File: config.mk
export PLATFORM = sky130hd
export DESIGN_NAME = jump_resolver
export DESIGN_NICKNAME = d
export VERILOG_FILES = /design/src/rtl/jr_pkg.sv /design/src/rtl/jr_cond_eval.sv /design/src/rtl/jr_proc_decode.sv /design/src/rtl/jr_target.sv /design/src/rtl/jump_resolver.sv
export SDC_FILE = /design/constraint.sdc
export NUM_CORES = 1
export LEC_CHECK = 0
export BUFFER_PORTS_ARGS = -buffer_cell sky130_fd_sc_hd__clkbuf_2
export CAP_MARGIN = 5
export CORE_ASPECT_RATIO = 1.25
export CORE_MARGIN = 2
export CORE_UTILIZATION = 46
export DETAILED_ROUTE_END_ITERATION = 10
export PLACE_DENSITY = 0.82
export SETUP_SLACK_MARGIN = 0.02
export SYNTH_ARGS = -nofsm -noshare
export SYNTH_HDL_FRONTEND = slang
export SYNTH_SLANG_ARGS = --single-unit
File: constraint.sdc
create_clock -name clk -period 1.79 [get_ports clk]
set_input_delay 0.2685 -clock clk [delete_from_list [all_inputs] [get_ports clk]]
set_output_delay 0.2685 -clock clk [all_outputs]
set_load 0.02 [all_outputs]
File: src/rtl/jr_pkg.sv
package jr_pkg;

  typedef enum logic [3:0] {
    JC_ALWAYS = 4'd0,  JC_CALL = 4'd1,  JC_ENTER = 4'd2, JC_LEAVE = 4'd3,
    JC_RET    = 4'd4,  JC_RSVD = 4'd5,  JC_NE    = 4'd6, JC_EQ    = 4'd7,
    JC_GE     = 4'd8,  JC_LT   = 4'd9,  JC_GT    = 4'd10, JC_LE   = 4'd11,
    JC_AE     = 4'd12, JC_B    = 4'd13, JC_A     = 4'd14, JC_BE   = 4'd15
  } jcode_e;

  localparam int PROC_W   = 4;
  localparam int PB_CALL  = 0;
  localparam int PB_ENTER = 1;
  localparam int PB_LEAVE = 2;
  localparam int PB_RET   = 3;

  // Flag test for the conditional group and the unconditional code.
  function automatic logic flag_test(input jcode_e code, input logic z,
                                     input logic n, input logic v, input logic c);
    logic sgn_ge;
    sgn_ge = (n == v);
    case (code)
      JC_ALWAYS: return 1'b1;
      JC_NE:     return !z;
      JC_EQ:     return z;
      JC_GE:     return sgn_ge;
      JC_LT:     return !sgn_ge;
      JC_GT:     return !z && sgn_ge;
      JC_LE:     return z || !sgn_ge;
      JC_AE:     return !c;
      JC_B:      return c;
      JC_A:      return !c && !z;
      JC_BE:     return c || z;
      default:   return 1'b0;
    endcase
  endfunction

endpackage

File: src/rtl/jr_cond_eval.sv
module jr_cond_eval
  import jr_pkg::*;
(
  input  logic [3:0] code,
  input  logic       z,
  input  logic       n,
  input  logic       v,
  input  logic       c,
  output logic       is_flag_code,
  output logic       cond_true
);
  jcode_e code_e;
  assign code_e = jcode_e'(code);

  always_comb begin
    is_flag_code = (code_e == JC_ALWAYS) || (code >= 4'(JC_NE));
    cond_true    = flag_test(code_e, z, n, v, c);
  end
endmodule

File: src/rtl/jr_proc_decode.sv
module jr_proc_decode
  import jr_pkg::*;
(
  input  logic [3:0]        code,
  output logic [PROC_W-1:0] proc_op,
  output logic              rsvd,
  output logic              sp_en,
  output logic              sp_sub
);
  always_comb begin
    proc_op = '0;
    rsvd    = 1'b0;
    sp_en   = 1'b0;
    sp_sub  = 1'b0;
    case (jcode_e'(code))
      JC_CALL:  proc_op[PB_CALL] = 1'b1;
      JC_ENTER: begin proc_op[PB_ENTER] = 1'b1; sp_en = 1'b1; sp_sub = 1'b1; end
      JC_LEAVE: begin proc_op[PB_LEAVE] = 1'b1; sp_en = 1'b1; end
      JC_RET:   begin proc_op[PB_RET]   = 1'b1; sp_en = 1'b1; end
      JC_RSVD:  rsvd = 1'b1;
      default:  ;
    endcase
  end
endmodule

File: src/rtl/jr_target.sv
module jr_target #(
  parameter int AW   = 8,
  parameter int STEP = 2
) (
  input  logic [AW-1:0] pc,
  input  logic [AW-1:0] operand,
  input  logic          take,
  output logic [AW-1:0] next_pc
);
  localparam logic [AW-1:0] STEP_V = AW'(STEP);

  function automatic logic [AW-1:0] advance(input logic [AW-1:0] a);
    return a + STEP_V;
  endfunction

  assign next_pc = take ? operand : advance(pc);
endmodule

File: src/rtl/jump_resolver.sv
module jump_resolver
  import jr_pkg::*;
#(
  parameter int AW   = 8,
  parameter int STEP = 2
) (
  input  logic              clk,
  input  logic              rst_n,
  input  logic              req_valid,
  input  logic [3:0]        jcode,
  input  logic [AW-1:0]     operand,
  input  logic              flag_z,
  input  logic              flag_n,
  input  logic              flag_v,
  input  logic              flag_c,
  input  logic [AW-1:0]     pc,
  output logic              res_valid,
  output logic              taken,
  output logic [AW-1:0]     next_pc,
  output logic              illegal,
  output logic [PROC_W-1:0] proc_op,
  output logic              sp_adj_en,
  output logic              sp_adj_sub,
  output logic [AW-1:0]     sp_adj_amt
);
  localparam logic [AW-1:0] STEP_V = AW'(STEP);

  logic              is_flag_code, cond_true;
  logic [PROC_W-1:0] proc_c;
  logic              rsvd_c, sp_en_c, sp_sub_c;
  logic              taken_c;
  logic [AW-1:0]     next_pc_c;

  jr_cond_eval u_cond (
    .code(jcode), .z(flag_z), .n(flag_n), .v(flag_v), .c(flag_c),
    .is_flag_code(is_flag_code), .cond_true(cond_true)
  );

  jr_proc_decode u_proc (
    .code(jcode), .proc_op(proc_c), .rsvd(rsvd_c),
    .sp_en(sp_en_c), .sp_sub(sp_sub_c)
  );

  assign taken_c = (is_flag_code && cond_true) || proc_c[PB_CALL];

  jr_target #(.AW(AW), .STEP(STEP)) u_tgt (
    .pc(pc), .operand(operand), .take(taken_c), .next_pc(next_pc_c)
  );

  always_ff @(posedge clk) begin
    if (!rst_n) begin
      res_valid  <= 1'b0;
      taken      <= 1'b0;
      next_pc    <= '0;
      illegal    <= 1'b0;
      proc_op    <= '0;
      sp_adj_en  <= 1'b0;
      sp_adj_sub <= 1'b0;
      sp_adj_amt <= '0;
    end else begin
      res_valid <= req_valid;
      if (req_valid) begin
        taken      <= taken_c;
        next_pc    <= next_pc_c;
        illegal    <= rsvd_c;
        proc_op    <= proc_c;
        sp_adj_en  <= sp_en_c;
        sp_adj_sub <= sp_sub_c;
        sp_adj_amt <= sp_en_c ? operand : '0;
      end
    end
  end

  AST_RESULT_FOLLOWS: assert property (@(posedge clk) disable iff (!rst_n)
    req_valid |=> res_valid);
  AST_ALWAYS_TAKES: assert property (@(posedge clk) disable iff (!rst_n)
    (req_valid && jcode == 4'd0) |=> (taken && next_pc == $past(operand)));
  AST_EQ_FOLLOWS_Z: assert property (@(posedge clk) disable iff (!rst_n)
    (req_valid && jcode == 4'd7) |=> (taken == $past(flag_z)));
  AST_FALLTHROUGH_STEP: assert property (@(posedge clk) disable iff (!rst_n)
    (req_valid && !taken_c) |=> (next_pc == $past(pc) + STEP_V));
  AST_PROC_ONEHOT: assert property (@(posedge clk) disable iff (!rst_n)
    $onehot0(proc_op));
  AST_SPADJ_NEEDS_STACK: assert property (@(posedge clk) disable iff (!rst_n)
    sp_adj_en |-> (proc_op[PB_ENTER] || proc_op[PB_LEAVE] || proc_op[PB_RET]));
  AST_RSVD_QUIET: assert property (@(posedge clk) disable iff (!rst_n)
    illegal |-> (!taken && proc_op == '0 && !sp_adj_en));
endmodule

==> out/qor.yml <==
outcome: "complete, no violations"
fp.dieArea_um2: 3030
power_density_nw_per_um2: 726
grt_max_degree: 21
rsz0062_at_grt: "false"
cts_buffer_depth: 2
avgSynthCellArea_um2: 9.29
drv_cap: 0
seq_area_frac_synth_pct: 40.1
overflow: 0
row_count: 20
wl_per_cell_um: 12.6
grt_pass1_vias: 1006
diodes: 0
finClkSkew_ps: 0
clkTransAtPathRegs_ps: 130
synth_top_family_by_area: "compound AO/OA/AOI/OAI gates"
cts_sinks: 24
root_buffer: "clkbuf_4"
max_freq_ghz: 0.636
postRouteAntennaNets: 0
hold_viol: 0
utilization_pct: 62.2
path_class: "in -> reg"
synthMuxAreaShare_pct: 0
post_cts_buffers: 0
track_usage_pct: 18.7
fin_crit_ps: 1570
grt_pass1_wl_um: 4310
min_period_over_period_pct: 87.9
postRouteWirelength_um: 2690
layoutNonFillerInstCount: 213
hp-class: "in -> reg"
dieWidth_um: 49.7
fin_area_um2: 1530
max-vdd-ir-drop_mv: 0.354
worst_slew_pin_slew_ps: 988
finalSetupViolations: 0
end_kind: "flop"
vias: 1149
drive_above_1_share_pct: 35.6
cts_tree: "built"
synth.distinct_cells: 34
dr.pass1.iters: 4
cts_resized: 0
io_buffers: 51
synth_xor_area_share_pct: 4.38
fill_cells: 240
final_nets: 209
maxSlewHeadroom_pct: 33.7
syn_area_um2: 1200
critPathLaunchType: "primary input"
synth_compound_area_share_pct: 26.1
holdBufCountCts: 0
multi_input_area_um2: 662
synth-simple-area-share_pct: 23.7
drtIter0Drc: 25
synth_nets: 157
final_common_cell: "clkbuf_2"
place_congestion: 0.746
numCtsBuffers: 3
seq_area_um2: 480
place_inst: 209
die_h_um: 61.1
final_cell_mix: "clkbuf_2, dfxtp_1, nand3_1"
leakage_nw: 0.713
coreArea_um2: 2450
drc: 0
syn_inst: 129
h-tree-depth: 1
finalMaxSlewViolations: 0
crit_required_ps: 2040
arrival_ps: 1820
worst-path-max-fanout: 17
syn2layout_area_growth_pct: 27.2
synth_warnings: 0
power_mw: 1.11
ioPinCount: 52
dpl_cell_area_um2: 1490
hpwl_um: 2180
initial_core_util_pct: 48.9
tns_ps: 0
synth-adder-area-share_pct: 1.04
viasPerCell: 5.39
antenna_found_initial: 0
ys_ff_latch: 24
clkLatencyLatePin_ps: 310
## logic make-up after synthesis
family                     after synthesis
adders and majority gates                1
buffers and inverters                   10
xor gates and xnor gates                 6
DFF                                     24
and+or+nand+nor                         50
AOI/OAI and AO/OA                       38
## flip-flops by register name, indices dropped and copies added (netlist names)
signal      cells
res_valid       1
taken           1
next_pc         8
sp_adj_en       1
sp_adj_amt      8
illegal         1
proc_op         4
## cell usage after synthesis
master | n | share of area (%)
nor3_2 | 1 | 0.84
clkbuf_4 | 1 | 0.63
a21boi_1 | 7 | 4.4
o21ai_0 | 3 | 1.3
o31ai_2 | 3 | 3.1
nor2b_1 | 5 | 2.6
o21ai_1 | 2 | 0.84
nand4_1 | 2 | 1.0
clkbuf_1 | 4 | 1.3
inv_1 | 2 | 0.63
a211o_1 | 2 | 1.5
a31oi_1 | 3 | 1.6
nor3b_1 | 2 | 1.3
a21bo_1 | 2 | 1.7
or3b_1 | 1 | 0.73
nand2_1 | 7 | 2.2
buf_4 | 2 | 1.3
and4b_1 | 1 | 0.84
nand3_1 | 14 | 5.8
nand2b_1 | 6 | 3.1
a22o_1 | 8 | 5.8
nor2_1 | 6 | 1.9
a21o_1 | 2 | 1.3
dfxtp_1 | 24 | 40
buf_6 | 1 | 0.94
a2111oi_4 | 1 | 2.3
xnor2_1 | 4 | 2.9
a21oi_1 | 4 | 1.7
nand3b_1 | 1 | 0.63
and3b_1 | 3 | 2.2
o31a_1 | 1 | 0.73
xor2_1 | 2 | 1.5
and3_1 | 1 | 0.52
ha_1 | 1 | 1.0
## critical path: stages
cell and delay (ps):
clkbuf_2 90, xnor2_1 140, nor3b_1 150, o21ai_1 770, a21oi_1 190, o31ai_2 210
## path summary, 6_finish.rpt
check,slack (ps),to,startpoint,cells past startpoint
worst max-delay path,220,next_pc[4],flag_n,6
worst min-delay path,170,sp_adj_amt[7],operand[7],2
worst max register to register,1110,next_pc[1],next_pc[1],2
worst min register to register,480,proc_op[3],proc_op[3],2
## per-layer routing
metal	wire, um	GRT usage, %	vias to the layer above	share of wire [%]
met2	1300	32.2	36	48
li1	-	-	569	-
met5	0	0	-	0
met1	1190	22.6	539	44
met4	59	10.7	0	2.2
met3	138	2.91	5	5.1
## stage by stage
stage	setup slack (ps)	hold WS (ps)
6_report	217	173
5_1_grt	28.4	158
4_1_cts	209	168
3_5_place_dp	-123	449
3_3_place_gp	-52.7	435
2_1_floorplan	130	394
## power by group
group | leakage, nW | internal, mW | total (mW) | switching [mW]
combinational | 0.496 | 0.109 | 0.248 | 0.140
clock | 0.0210 | 0.125 | 0.286 | 0.162
sequential | 0.196 | 0.560 | 0.573 | 0.0129
## layout make-up
type,count,area share [%]
flip-flops and latches,24,31.5
inverters,2,0.492
well taps,33,2.71
repair buffers,55,19.5
multi-input cells,95,43.4
clock buffers,4,2.38
(Power assumes the default switching activity.)
